## src/rtl/psw_pkg.sv

```systemverilog
package psw_pkg;
  localparam int DATA_W = 8;
  localparam int NIB_W  = DATA_W / 2;

  // Field order is the packed byte order, bit 7 first.
  typedef struct packed {
    logic n;
    logic v;
    logic g;
    logic b;
    logic h;
    logic i;
    logic z;
    logic c;
  } psw_t;

  typedef struct packed {
    logic c;
    logic h;
    logic v;
    logic n;
    logic z;
  } arith_flags_t;
endpackage

```

## src/rtl/psw_arith_flags.sv

```systemverilog
module psw_arith_flags
  import psw_pkg::*;
(
  input  logic              sub,
  input  logic              cin,
  input  logic [DATA_W-1:0] a,
  input  logic [DATA_W-1:0] b,
  output arith_flags_t      flags
);
  logic [DATA_W-1:0] b_eff;
  logic [DATA_W:0]   full_sum;
  logic [NIB_W:0]    low_sum;

  always_comb begin
    b_eff    = sub ? ~b : b;
    full_sum = {1'b0, a} + {1'b0, b_eff} + {{DATA_W{1'b0}}, cin};
    low_sum  = {1'b0, a[NIB_W-1:0]} + {1'b0, b_eff[NIB_W-1:0]} + {{NIB_W{1'b0}}, cin};
    flags.c  = full_sum[DATA_W];
    flags.h  = low_sum[NIB_W];
    flags.v  = (a[DATA_W-1] == b_eff[DATA_W-1]) && (full_sum[DATA_W-1] != a[DATA_W-1]);
    flags.n  = full_sum[DATA_W-1];
    flags.z  = (full_sum[DATA_W-1:0] == '0);
  end
endmodule

```

## src/rtl/psw_flag_ctrl.sv

```systemverilog
module psw_flag_ctrl
  import psw_pkg::*;
(
  input  logic              clk,
  input  logic              rst_n,
  input  psw_t              cur,
  input  logic              psw_clear,
  input  logic              restore_we,
  input  logic [DATA_W-1:0] restore_data,
  input  logic              int_accept,
  input  logic              brk_exec,
  input  logic              op_ei,
  input  logic              op_di,
  input  logic              op_setg,
  input  logic              op_clrg,
  input  logic              op_clrv,
  input  logic              bit_test,
  input  logic [DATA_W-1:0] bit_mem,
  input  logic              arith_en,
  input  arith_flags_t      ar,
  input  logic              data_en,
  input  logic [DATA_W-1:0] data_val,
  input  logic              carry_we,
  input  logic              carry_val,
  output psw_t              nxt,
  output logic              upd
);
  always_comb begin
    upd = psw_clear | restore_we | int_accept | brk_exec | op_ei | op_di |
          op_setg | op_clrg | op_clrv | bit_test | arith_en | data_en | carry_we;
    nxt = cur;
    if (psw_clear) begin
      nxt = '0;
    end else if (restore_we) begin
      nxt = restore_data;
    end else begin
      if (arith_en)      nxt.c = ar.c;
      else if (carry_we) nxt.c = carry_val;

      if (arith_en)      nxt.z = ar.z;
      else if (data_en)  nxt.z = (data_val == '0);

      if (bit_test)      nxt.n = bit_mem[DATA_W-1];
      else if (arith_en) nxt.n = ar.n;
      else if (data_en)  nxt.n = data_val[DATA_W-1];

      if (op_clrv)       nxt.v = 1'b0;
      else if (bit_test) nxt.v = bit_mem[DATA_W-2];
      else if (arith_en) nxt.v = ar.v;

      if (op_clrv)       nxt.h = 1'b0;
      else if (arith_en) nxt.h = ar.h;

      if (int_accept || op_di) nxt.i = 1'b0;
      else if (op_ei)          nxt.i = 1'b1;

      if (op_clrg)       nxt.g = 1'b0;
      else if (op_setg)  nxt.g = 1'b1;

      if (brk_exec)      nxt.b = 1'b1;
    end
  end

  // clear of H and V beats arithmetic in the same cycle
  a_r6_clrv_wins: assert property (@(posedge clk) disable iff (!rst_n)
    (op_clrv && !psw_clear && !restore_we) |-> (!nxt.h && !nxt.v));

  // interrupt acceptance beats enable
  a_r5_intack_wins: assert property (@(posedge clk) disable iff (!rst_n)
    (int_accept && !psw_clear && !restore_we) |-> !nxt.i);
endmodule

```

## src/rtl/psw_page_map.sv

```systemverilog
module psw_page_map #(
  parameter int ADDR_W = 16,
  parameter int OFF_W  = 8
) (
  input  logic              page_sel,
  input  logic [OFF_W-1:0]  offset,
  output logic [ADDR_W-1:0] addr
);
  localparam int HI_W = ADDR_W - OFF_W;

  always_comb begin
    addr = {{(HI_W-1){1'b0}}, page_sel, offset};
  end
endmodule

```

## src/rtl/cpu_status_word.sv

```systemverilog
module cpu_status_word
  import psw_pkg::*;
#(
  parameter int DP_ADDR_W = 16
) (
  input  logic                 clk,
  input  logic                 rst_n,
  input  logic                 psw_clear,
  input  logic                 restore_we,
  input  logic [DATA_W-1:0]    restore_data,
  input  logic                 int_accept,
  input  logic                 brk_exec,
  input  logic                 op_ei,
  input  logic                 op_di,
  input  logic                 op_setg,
  input  logic                 op_clrg,
  input  logic                 op_clrv,
  input  logic                 bit_test,
  input  logic [DATA_W-1:0]    bit_mem,
  input  logic                 arith_en,
  input  logic                 arith_sub,
  input  logic                 arith_cin,
  input  logic [DATA_W-1:0]    arith_a,
  input  logic [DATA_W-1:0]    arith_b,
  input  logic                 data_en,
  input  logic [DATA_W-1:0]    data_val,
  input  logic                 carry_we,
  input  logic                 carry_val,
  input  logic [DATA_W-1:0]    dp_offset,
  output logic [DP_ADDR_W-1:0] dp_addr,
  output logic [DATA_W-1:0]    psw,
  output logic                 flag_n,
  output logic                 flag_v,
  output logic                 flag_g,
  output logic                 flag_b,
  output logic                 flag_h,
  output logic                 flag_i,
  output logic                 flag_z,
  output logic                 flag_c
);
  psw_t         psw_q;
  psw_t         psw_d;
  logic         psw_en;
  arith_flags_t ar_flags;

  psw_arith_flags u_arith (
    .sub   (arith_sub),
    .cin   (arith_cin),
    .a     (arith_a),
    .b     (arith_b),
    .flags (ar_flags)
  );

  psw_flag_ctrl u_ctrl (
    .clk          (clk),
    .rst_n        (rst_n),
    .cur          (psw_q),
    .psw_clear    (psw_clear),
    .restore_we   (restore_we),
    .restore_data (restore_data),
    .int_accept   (int_accept),
    .brk_exec     (brk_exec),
    .op_ei        (op_ei),
    .op_di        (op_di),
    .op_setg      (op_setg),
    .op_clrg      (op_clrg),
    .op_clrv      (op_clrv),
    .bit_test     (bit_test),
    .bit_mem      (bit_mem),
    .arith_en     (arith_en),
    .ar           (ar_flags),
    .data_en      (data_en),
    .data_val     (data_val),
    .carry_we     (carry_we),
    .carry_val    (carry_val),
    .nxt          (psw_d),
    .upd          (psw_en)
  );

  always_ff @(posedge clk or negedge rst_n) begin
    if (!rst_n) begin
      psw_q <= '0;
    end else if (psw_en) begin
      psw_q <= psw_d;
    end
  end

  psw_page_map #(
    .ADDR_W (DP_ADDR_W),
    .OFF_W  (DATA_W)
  ) u_page (
    .page_sel (psw_q.g),
    .offset   (dp_offset),
    .addr     (dp_addr)
  );

  always_comb begin
    psw    = psw_q;
    flag_n = psw_q.n;
    flag_v = psw_q.v;
    flag_g = psw_q.g;
    flag_b = psw_q.b;
    flag_h = psw_q.h;
    flag_i = psw_q.i;
    flag_z = psw_q.z;
    flag_c = psw_q.c;
  end

  // a clear leaves an all-zero byte
  a_r1_clear_zero: assert property (@(posedge clk) disable iff (!rst_n)
    psw_clear |=> (psw == '0));

  // restore loads the whole byte
  a_r10_restore_load: assert property (@(posedge clk) disable iff (!rst_n)
    (restore_we && !psw_clear) |=> (psw == $past(restore_data)));

  // bit test copies the memory sign bit into N
  a_r7_bit_test_n: assert property (@(posedge clk) disable iff (!rst_n)
    (bit_test && !psw_clear && !restore_we) |=> (flag_n == $past(bit_mem[DATA_W-1])));

  // once set, B holds unless cleared or restored
  a_r9_break_holds: assert property (@(posedge clk) disable iff (!rst_n)
    (flag_b && !psw_clear && !restore_we) |=> flag_b);

  // with no strobe the byte keeps its value
  a_r11_idle_stable: assert property (@(posedge clk) disable iff (!rst_n)
    !(psw_clear | restore_we | int_accept | brk_exec | op_ei | op_di | op_setg |
      op_clrg | op_clrv | bit_test | arith_en | data_en | carry_we) |=> $stable(psw));
endmodule

```

## config.mk

```make
export PLATFORM = sky130hd
export DESIGN_NAME = cpu_status_word
export DESIGN_NICKNAME = d
export VERILOG_FILES = /design/src/rtl/psw_pkg.sv /design/src/rtl/psw_arith_flags.sv /design/src/rtl/psw_flag_ctrl.sv /design/src/rtl/psw_page_map.sv /design/src/rtl/cpu_status_word.sv
export SDC_FILE = /design/constraint.sdc
export NUM_CORES = 1
export LEC_CHECK = 0
export ABC_AREA = 0
export BUFFER_PORTS_ARGS = -buffer_cell sky130_fd_sc_hd__buf_4
export CAP_MARGIN = 20
export CORE_UTILIZATION = 38
export CTS_CLUSTER_DIAMETER = 100
export CTS_CLUSTER_SIZE = 16
export DETAILED_ROUTE_END_ITERATION = 10
export PLACE_DENSITY = 0.81
export SYNTH_ARGS = -nofsm -noshare
export SYNTH_HDL_FRONTEND = slang
export SYNTH_SLANG_ARGS = --single-unit
```

## constraint.sdc

```tcl
create_clock -name clk -period 1.3 [get_ports clk]
set_input_delay 0.26 -clock clk [delete_from_list [all_inputs] [get_ports clk]]
set_output_delay 0.26 -clock clk [all_outputs]
set_load 0.05 [all_outputs]
```

==> run metrics <==
status complete, but fails checks; failing checks setup timing; CP Data Arrival Time 1.99 ns; synthesized area 1120 um^2; CP top delay family compound AO/OA/AOI/OAI gates; DR vias/cell 5.17; DP HPWL 2.44 mm; Reg clk slew, reported paths 0.06 ns; Hold Crit Class input pin to register; Die X 56.2 um; EDFF count, synth 0; Synth cell types 41; Worst setup SP type input pin; Area Overhead vs Synth 57.8%; leading area contributor after synthesis dfrtp_1; critical path's slowest cell a211o_1; # rows 19; final hold vios 0; worst endpoint required time 1.45 ns; clock skew 0 ns; Setup violations, final 5; post-synthesis register bit count 8; CTS tree yes; first-pass GRT wire length 5.06 mm; initial antenna violation count 0; final total power 1.29 mW; Levels on crit path 9; RSZ-0062 raised after global routing yes; Worst Path Max Fanout 2; CTS Buf Count 3; I/O Buffers 68; Leak 0.910 nW; worst-case reg-to-reg path depth 4; clock period minus final worst setup slack 1.84 ns; Worst Hold Path Cells 2; crit end category register; Total GRT Usage 0.194; pin count of the biggest net entering global routing 13; dpl ws -0.829 ns; Fillers 252; DIE AREA 3160 um^2; # clock sinks 8; clk root buf clkbuf_4; Seq/Total Area, Yosys 0.179; area share of the leading cell type in the synthesized netlist 0.179; synth top area cells dfrtp_1 (18%), buf_4 (16%), ha_1 (9.0%), xor2_1 (7.8%), nor2_1 (5.0%); async set-or-reset flop fraction in the synthesized netlist 1.00; Pwr Density 733 nW/um^2; Worst-Skew Late Latency 0.24 ns; RePlAce Congestion 0.821; DRT iter0 DRCs 25; Routed WL 2.87 mm; CP bufs+invs 2; io pins 98; share of post-route cells with drive strength above 1 0.505; vias in the first global route 1,214; Chip Height 56.2 um; worst vdd ir 0.608 mV; Synth Instances 137; setup ws final -0.542 ns; # DRC 0; Crit Path Class input pin to register; Initial Util 0.402; ANT cells 0; WL per Instance 12.0 um; fin. max-slew vios 0; maximum clock path buffer count 2; syn avg cell area 8.16 um^2; Max Freq 0.543 GHz; ANT nets after route 0; synthesis warning total 0; Max-Cap Viols 0; core box area 2780 um^2; total gr overflow 0; via count 1,235; Max stage delay on crit path 0.35 ns; fin crit share 1.42; H-tree levels 1; worst path cell trace buf_6 > xor2_2 > ha_1 > a211o_1 > o2111ai_2 > buf_4 > a21boi_1 > nand3b_1 > a221oi_2; layout net count 286; predominant post-synthesis flop cell dfrtp_1; TritonRoute pass-1 iters 4
per-stage QoR:
step	hold slack (ns)	instance area (um^2)	cells	setup TNS, ns	utilization
after floorplan	-0.0356	1170	143	-3.21	-
after global placement	0.0833	1660	234	-3.70	0.596
after detailed placement	0.0876	1660	234	-3.88	0.596
after CTS	0.231	1760	239	-2.39	0.634
after global routing	0.232	1760	239	-2.90	0.634
final	0.237	1760	239	-2.38	0.634
kinds of logic (layout without fill, tap and decap cells):
logic type / Yosys count / after routing / synth area share
AOI/OAI and AO/OA: 32 / 32 / 0.215
buffers and inverters: 35 / 100 / 0.198
and+or+nand+nor: 38 / 38 / 0.175
xor gates and xnor gates: 12 / 12 / 0.0941
other: 1 / 7 / 0.00336
muxes: 1 / 1 / 0.0101
adders and majority gates: 10 / 10 / 0.125
DFF: 8 / 8 / 0.179
repair_timing:
item,in CTS,in global routing
endpoints found under the setup margin,5,5
pin swaps,12,5
endpoints found under the hold margin,8,0
hold buffers,1,0
resized for setup,14,0
setup buffers,1,0
registers in the layout (all words and copies together) (netlist names):
| signal | flops |
|---|---|
| flag_b | 1 |
| flag_c | 1 |
| flag_g | 1 |
| flag_h | 1 |
| flag_i | 1 |
| flag_n | 1 |
| flag_v | 1 |
| flag_z | 1 |
cell usage after synthesis, types with 3 or more instances:
master / instances
a21oi_1: 6
buf_4: 24
clkbuf_1: 4
dfrtp_1: 8
ha_1: 8
inv_1: 7
nand2_1: 5
nand3b_1: 3
nor2_1: 15
nor2b_1: 3
nor4_1: 4
o21ai_0: 4
xor2_1: 10
final timing paths:
kind	from	endpoint	slack [ns]
worst max-delay path	arith_b[2]	flag_v	-0.54
worst min-delay path	psw_clear	flag_i	0.24
worst max register to register	flag_n	flag_n	0.09
worst min register to register	flag_h	flag_h	0.64
max in group asynchronous	rst_n	flag_h	0.79
min in group asynchronous	rst_n	flag_i	0.37
report_power, final:
part           total, mW  internal, mW  switching, mW
registers          0.279         0.266         0.0135
logic              0.822         0.387          0.435
clock network      0.191         0.106         0.0852
total               1.29         0.758          0.534
placed cells by master, fill, tap and decap left out, types with 2 or more instances in the layout:
cell,Yosys,layout
buf_4,24,85
nor2_1,15,15
xor2_1,10,9
dfrtp_1,8,8
inv_1,7,7
ha_1,8,7
conb_1,1,7
a21oi_1,6,5
nand2_1,5,5
nor4_1,4,4
nand3b_1,3,3
clkbuf_4,0,3
buf_6,0,3
o21a_1,2,2
o31a_1,2,2
o21ai_1,1,2
nand2b_1,2,2
a31oi_1,2,2
nor3_1,2,2
o21ai_0,4,2
nor2b_1,3,2
o31ai_1,2,2
fa_2,0,2
per-layer routing:
metal / vias to the layer above / GRT usage / part of all wire
met3: 4 / 0.0349 / 0.086
met2: 62 / 0.357 / 0.54
li1: 598 / - / -
met4: 0 / 0.0801 / 0.013
met5: - / 0 / 0
met1: 571 / 0.217 / 0.36
cell type report:
class,instances,area [um^2],share of cell area
Timing Repair Buffer,90,702,0.398
Multi-Input combinational cell,100,773,0.439
Tap cell,31,38.8,0.0220
Inverter,7,26.3,0.0149
Clock buffer,3,22.5,0.0128
Sequential cell,8,200,0.114
(Power assumes the default switching activity.)
